`config.mk`:
```
export PLATFORM = sky130hd
export DESIGN_NAME = sdac_latch_rx
export DESIGN_NICKNAME = d
export VERILOG_FILES = /design/src/rtl/sdac_pkg.sv /design/src/rtl/sdac_le_sampler.sv /design/src/rtl/sdac_shift_reg.sv /design/src/rtl/sdac_le_monitor.sv /design/src/rtl/sdac_latch_rx.sv
export SDC_FILE = /design/constraint.sdc
export NUM_CORES = 1
export LEC_CHECK = 0
export ABC_AREA = 1
export ABC_CLOCK_PERIOD_IN_PS = 2500
export BUFFER_PORTS_ARGS = -buffer_cell sky130_fd_sc_hd__buf_2
export CAP_MARGIN = 20
export CORE_AREA = 2 2 56 58
export CTS_CLUSTER_DIAMETER = 30
export DETAILED_ROUTE_END_ITERATION = 6
export DIE_AREA = 0 0 58 60
export HOLD_SLACK_MARGIN = 0.02
export PLACE_DENSITY = 0.76
export SLEW_MARGIN = 20
export SYNTH_ARGS = -nofsm -noshare
export SYNTH_HDL_FRONTEND = slang
export SYNTH_SLANG_ARGS = --single-unit
export TNS_END_PERCENT = 50
```
`constraint.sdc`:
```
create_clock -name clk -period 2.5 [get_ports clk]
set_clock_uncertainty 0.05 [all_clocks]
set_input_delay 0.625 -clock clk [delete_from_list [all_inputs] [get_ports clk]]
set_output_delay 0.625 -clock clk [all_outputs]
set_load 0.01 [all_outputs]
```
`src/rtl/sdac_pkg.sv`:
```
package sdac_pkg;

  typedef enum logic [1:0] {
    LE_STEADY = 2'd0,
    LE_FALL   = 2'd1,
    LE_RISE   = 2'd2
  } le_evt_e;

  // classify a latch-enable transition from two consecutive samples
  function automatic le_evt_e le_classify(input logic prev_s, input logic cur_s);
    if (prev_s && !cur_s)      return LE_FALL;
    else if (!prev_s && cur_s) return LE_RISE;
    else                       return LE_STEADY;
  endfunction

endpackage

```
`src/rtl/sdac_le_sampler.sv`:
```
module sdac_le_sampler
  import sdac_pkg::*;
(
  input  logic    clk,
  input  logic    rst_n,
  input  logic    lat_en,
  output le_evt_e evt
);

  logic le_q;

  always_ff @(posedge clk) begin
    if (!rst_n) le_q <= 1'b0;
    else        le_q <= lat_en;
  end

  // event seen at the coming edge: previous sample vs. current pin
  assign evt = le_classify(le_q, lat_en);

endmodule

```
`src/rtl/sdac_shift_reg.sv`:
```
module sdac_shift_reg #(
  parameter int unsigned W = 20
) (
  input  logic         clk,
  input  logic         rst_n,
  input  logic         din,
  output logic [W-1:0] shreg_q
);

  function automatic logic [W-1:0] push_lsb(input logic [W-1:0] cur, input logic b);
    return {cur[W-2:0], b};
  endfunction

  always_ff @(posedge clk) begin
    if (!rst_n) shreg_q <= '0;
    else        shreg_q <= push_lsb(shreg_q, din);
  end

endmodule

```
`src/rtl/sdac_le_monitor.sv`:
```
module sdac_le_monitor
  import sdac_pkg::*;
#(
  parameter int unsigned MIN_HIGH = 2,
  parameter int unsigned MIN_LOW  = 2
) (
  input  logic    clk,
  input  logic    rst_n,
  input  logic    lat_en,
  input  le_evt_e evt,
  output logic    hi_short,
  output logic    lo_short,
  output logic    rule_err
);

  localparam int unsigned LIM_MAX = (MIN_HIGH > MIN_LOW) ? MIN_HIGH : MIN_LOW;
  localparam int unsigned CNT_W   = $clog2(LIM_MAX + 1);
  localparam logic [CNT_W-1:0] HI_LIM = CNT_W'(MIN_HIGH);
  localparam logic [CNT_W-1:0] LO_LIM = CNT_W'(MIN_LOW);

  logic [CNT_W-1:0] hi_run, lo_run;

  function automatic logic [CNT_W-1:0] sat_inc(input logic [CNT_W-1:0] c,
                                               input logic [CNT_W-1:0] lim);
    return (c >= lim) ? lim : c + 1'b1;
  endfunction

  assign hi_short = (hi_run < HI_LIM);
  assign lo_short = (lo_run < LO_LIM);

  always_ff @(posedge clk) begin
    if (!rst_n) begin
      hi_run   <= '0;
      lo_run   <= LO_LIM;
      rule_err <= 1'b0;
    end else begin
      hi_run <= lat_en ? sat_inc(hi_run, HI_LIM) : '0;
      lo_run <= lat_en ? '0 : sat_inc(lo_run, LO_LIM);
      if ((evt == LE_FALL && hi_short) || (evt == LE_RISE && lo_short))
        rule_err <= 1'b1;
    end
  end

endmodule

```
`src/rtl/sdac_latch_rx.sv`:
```
module sdac_latch_rx
  import sdac_pkg::*;
#(
  parameter int unsigned W        = 20,
  parameter int unsigned MIN_HIGH = 2,
  parameter int unsigned MIN_LOW  = 2
) (
  input  logic         clk,
  input  logic         rst_n,
  input  logic         ser_din,
  input  logic         lat_en,
  output logic [W-1:0] word_q,
  output logic         upd_stb,
  output logic         rule_err
);

  le_evt_e      evt;
  logic [W-1:0] shreg_q;
  logic         le_fall, le_rise;
  logic         hi_short, lo_short;

  sdac_le_sampler u_smp (
    .clk    (clk),
    .rst_n  (rst_n),
    .lat_en (lat_en),
    .evt    (evt)
  );

  sdac_shift_reg #(.W(W)) u_sr (
    .clk     (clk),
    .rst_n   (rst_n),
    .din     (ser_din),
    .shreg_q (shreg_q)
  );

  sdac_le_monitor #(.MIN_HIGH(MIN_HIGH), .MIN_LOW(MIN_LOW)) u_mon (
    .clk      (clk),
    .rst_n    (rst_n),
    .lat_en   (lat_en),
    .evt      (evt),
    .hi_short (hi_short),
    .lo_short (lo_short),
    .rule_err (rule_err)
  );

  assign le_fall = (evt == LE_FALL);
  assign le_rise = (evt == LE_RISE);

  // parallel register takes the pre-edge shift contents
  always_ff @(posedge clk) begin
    if (!rst_n) begin
      word_q  <= '0;
      upd_stb <= 1'b0;
    end else begin
      upd_stb <= le_fall;
      if (le_fall) word_q <= shreg_q;
    end
  end

endmodule

```
After elaboration in Yosys (flattened, before gate mapping) --
Cells that the tools add are included. Widths: inputs -> output; s select.
Cells by class: $add $sub $neg 2, $lt $le $gt $ge 4, equal/unequal tests 2, multiplexer cells 5, bitwise operators 2, reductions and logical operators 10
Operators with widths (number):
- $mux 2 | 5
- $reduce_or 3->1 | 2
- $add 2x1->2 const B | 2
- $ge 2x2->1 const B | 2
- $logic_and 1x1->1 | 4
- $lt 2x2->1 const B | 2
- $eq 2x1->1 const B | 1
- $eq 2x2->1 const B | 1
- $logic_not 1->1 | 2
- $not 1->1 | 2
- $reduce_and 2->1 | 1
- $logic_or 1x1->1 | 1
Word-level totals: flip-flop bits (word level) 47, input port bits 4, output and inout port bits 22, logic and storage cells 34

Logic depth before layout (Yosys ltp) --
depth in word-level cells 7, gate-level depth with buffers 6, depth with buffers taken out 5

By module --
From an unflattened synthesis, not the netlist that was laid out.
Second synthesis, totals: cell total of the unflattened synthesis 224, area total of the unflattened synthesis 1670.4 µm²
By module, submodules not included:
- sdac_latch_rx | instances 1, cells each 133, area each 880.8 µm², seq. area each 420.4 µm²
- sdac_shift_reg | instances 1, cells each 62, area each 573.0 µm², seq. area each 400.4 µm²
- sdac_le_monitor | instances 1, cells each 22, area each 171.4 µm², seq. area each 100.1 µm²
- sdac_le_sampler | instances 1, cells each 7, area each 45.0 µm², seq. area each 20.0 µm²

Worst setup path before layout --
Ideal clock, no wire load.
path type input port to flip-flop, start input port lat_en, end register word_q[14], setup time 0.116 ns, arrival time 1.042 ns, data required time 2.334 ns, path slack 1.292 ns, stages on the path 5, buffers on the path 1, cell sequence inv_2 -> nand2_4 -> buf_6 -> o21ai_0 -> nor2_1
Between the ends: word-level cells in the longest chain between the ends 4, elaborated cells between the ends (all ways) 6, classes of those cells eq/ne (1); mux (2); reduce/logical (3)
Ends and longest elaborated chain:
- start, declared | RTL line sdac_latch_rx.sv:11 | input logic lat_en,
- $logic_and 1x1->1 / $logic_not 1->1 (equally long branches) | RTL line sdac_pkg.sv:12, sdac_pkg.sv:11
- $mux 2 / $logic_and 1x1->1 (equally long branches) | RTL line sdac_pkg.sv:12, sdac_pkg.sv:11
- $mux 2 * | RTL line sdac_pkg.sv:11 | if (prev_s && !cur_s) return LE_FALL;
- $eq 2x1->1 * | RTL line sdac_latch_rx.sv:46 | assign le_fall = (evt == LE_FALL);
- end signal, assigned | RTL line sdac_latch_rx.sv:56 | if (le_fall) word_q <= shreg_q;
- end, declared | RTL line sdac_latch_rx.sv:12 | output logic [W-1:0] word_q,
Mark *: on every way between the ends. The rest lies on a longest branch, timed or not. A chain may end at the register's enable or synchronous reset.

Worst setup path in the final report --
start register word_q[16], end output port word_q[16]
No word-level cell between the ends.

==> run metrics <==
Worst Path Buf+Inv=1; Setup TNS Final=0 ns; Critical Path RT=1.82 ns; Max-slew headroom=58.3%; Synth-to-Final Area Change=12.0%; initial antenna violation count=0; max incr delay on CP=0.37 ns; ANT cells=0; Clock transition at path regs=0.13 ns; Starting Density=52.3%; pre-CTS WS=0.861 ns; placed cells=226; IO Count=26; GR Overflow Total=0; Adder-Cell Fraction of Synth Area=0%; met1 usage=15.8%; commonest non-fill, non-tap cell in the layout=dfxtp_1; RSZ-0062 raised after global routing=no; part of the Yosys area used for sequential elements=61.9%; crit end category=output port; GRT Total Usage=14.9%; worst setup margin=0.979 ns; Post-Syn Area per Cell=8.58 um^2; VDD IR max=0.535 mV; IO buf count=25; simple-gate share of the synthesized area=19.6%; Sink Count=47; Finished Layout Cells=234; Yosys reg bits=47; DP HPWL=1490 um; Setup Crit Path Kind=flop to output port; CP startpoint=word_q[16]; Hold Fails Final Rpt=0; met2 Resource Use GR=25.6%; clock root cell=clkbuf_4; clock buffer depth=2; Hold Path Class=flop to flop; Startpoint Class=flop; crit path time final=1.52 ns; Synth Area in Compound Gates=6.92%; number of core rows=20; core area=0.00290 mm^2; fmax=658 MHz; full die area=0.00348 mm^2; Worst path slowest cell=dfxtp_1; max-cap violation count=0; Least-Margin Pin Slew=0.625 ns; drt first pass iters=4; pwr/cell area=778 mW/mm^2; Crit Reg-Reg Startpoint=u_smp.le_q; Post CTS Setup Buffer Count=0; synth unique cells=16; CTS tree=yes; Resized cells post-CTS=0; endpoints failing setup=0; Final ANT Viol Nets=0; Synth Area in XOR/XNOR=0%; Yosys warning count=0; crit path cell chain=buf_2; fraction of layout cells with a size suffix above 1=19.9%; drt via density=4.54; delay-heaviest family, CP=flip-flops; drt initial violations=17; largest net degree at the start of global routing=45; status=finished clean; Synthesized Nets=181; via count=1062; post-synthesis mux area share=0%; busiest grt layer=met2; DRC=0; routed wire length=2190 um; Data arrival, critical path=0.85 ns; Num CTS Buffers=5; vias in the first global route=916; critical-path maximum fanout=2; largest family of logic cells by synthesized area=simple AND/OR/NAND/NOR gates; Filler cells=280; htree depth=2; routed length per instance=9.36 um; most frequent cells in the layout=dfxtp_1 (47), nor2_1 (39), inv_1 (26); Die Wd=58 um; WHS=0.367 ns; Final nets=204; Post-CTS Hold Buffers=0; Die Span Y=60 um; global-route met3 utilization=6.49%; Clock Latency Late Sink=0.34 ns; routability congestion estimate from global placement=0.690; Static Leak=0.000929 uW; first-pass GRT wire length=3770 um; Final Cycle Share=60.8%; Hold Crit Start=u_mon.lo_run[0]; Final Slew Violations=0; Synth Instances=177; post-synthesis cell area=0.00152 mm^2
## final timing paths
path / slack (ns) / end / cells after the start
setup / recovery: 0.98 / word_q[16] / 1
hold / removal: 0.37 / u_mon.lo_run[0] / 1
setup reg to reg: 1.31 / word_q[12] / 4
hold reg to reg: 0.37 / u_mon.lo_run[0] / 1
## power by group
part | internal, uW | total, uW | switching [uW]
clock network | 237 | 457 | 220
logic | 31.7 | 82.5 | 50.8
registers | 773 | 784 | 11.7
## per-stage QoR
stage               area, um^2  utilization (%)  total power, uW
global placement          1620             55.6              884
floorplan                 1520                -              865
detailed placement        1620             55.6              886
CTS                       1700             58.6             1340
finish                    1700             58.6             1320
global route              1700             58.6             1390
## cells in the mapped netlist (all sizes together)
cell type | count | area share (%)
nand3b | 1 | 0.49
clkbuf | 1 | 0.33
o21ai | 21 | 6.9
buf | 8 | 4.3
nor3 | 1 | 0.33
dfxtp | 47 | 62
nor2 | 43 | 11
inv | 28 | 6.9
nor4 | 1 | 0.41
nand3 | 2 | 0.66
nand2 | 24 | 6.4
## layout make-up
| type | count | area, um^2 | area share (%) |
|---|---|---|---|
| Tap cell | 33 | 41.3 | 2.43 |
| Timing Repair Buffer | 25 | 125 | 7.35 |
| Clock buffer | 6 | 51.3 | 3.01 |
| Multi-Input combinational cell | 93 | 403 | 23.7 |
| Sequential cell | 47 | 941 | 55.3 |
| Inverter | 28 | 105 | 6.18 |
| Clock inverter | 2 | 35.0 | 2.06 |
## sequential cells by signal, summed over array words and instances, names as in the netlist
signal	cells
u_mon.hi_run	2
u_mon.lo_run	2
u_mon.rule_err	1
u_smp.le_q	1
u_sr.shreg_q	20
upd_stb	1
word_q	20
## layer usage
metal | vias to the layer above | wire length [um]
met5 | - | 0
met4 | 0 | 42
met1 | 467 | 979
met2 | 19 | 1080
met3 | 5 | 86
li1 | 571 | -
## cell families (layout without fill, tap and decap cells)
group	count (synthesis)	after routing
and+or+nand+nor	72	72
DFF	47	47
buffers and inverters	37	61
AOI/OAI and AO/OA	21	21
## worst reg2reg max path, stage by stage, from the launching register on
cell     delay (ns)
dfxtp_1        0.41
nand2_4        0.16
inv_2          0.32
nor2_1         0.07
nor2_1         0.13
(Power assumes the default switching activity.)
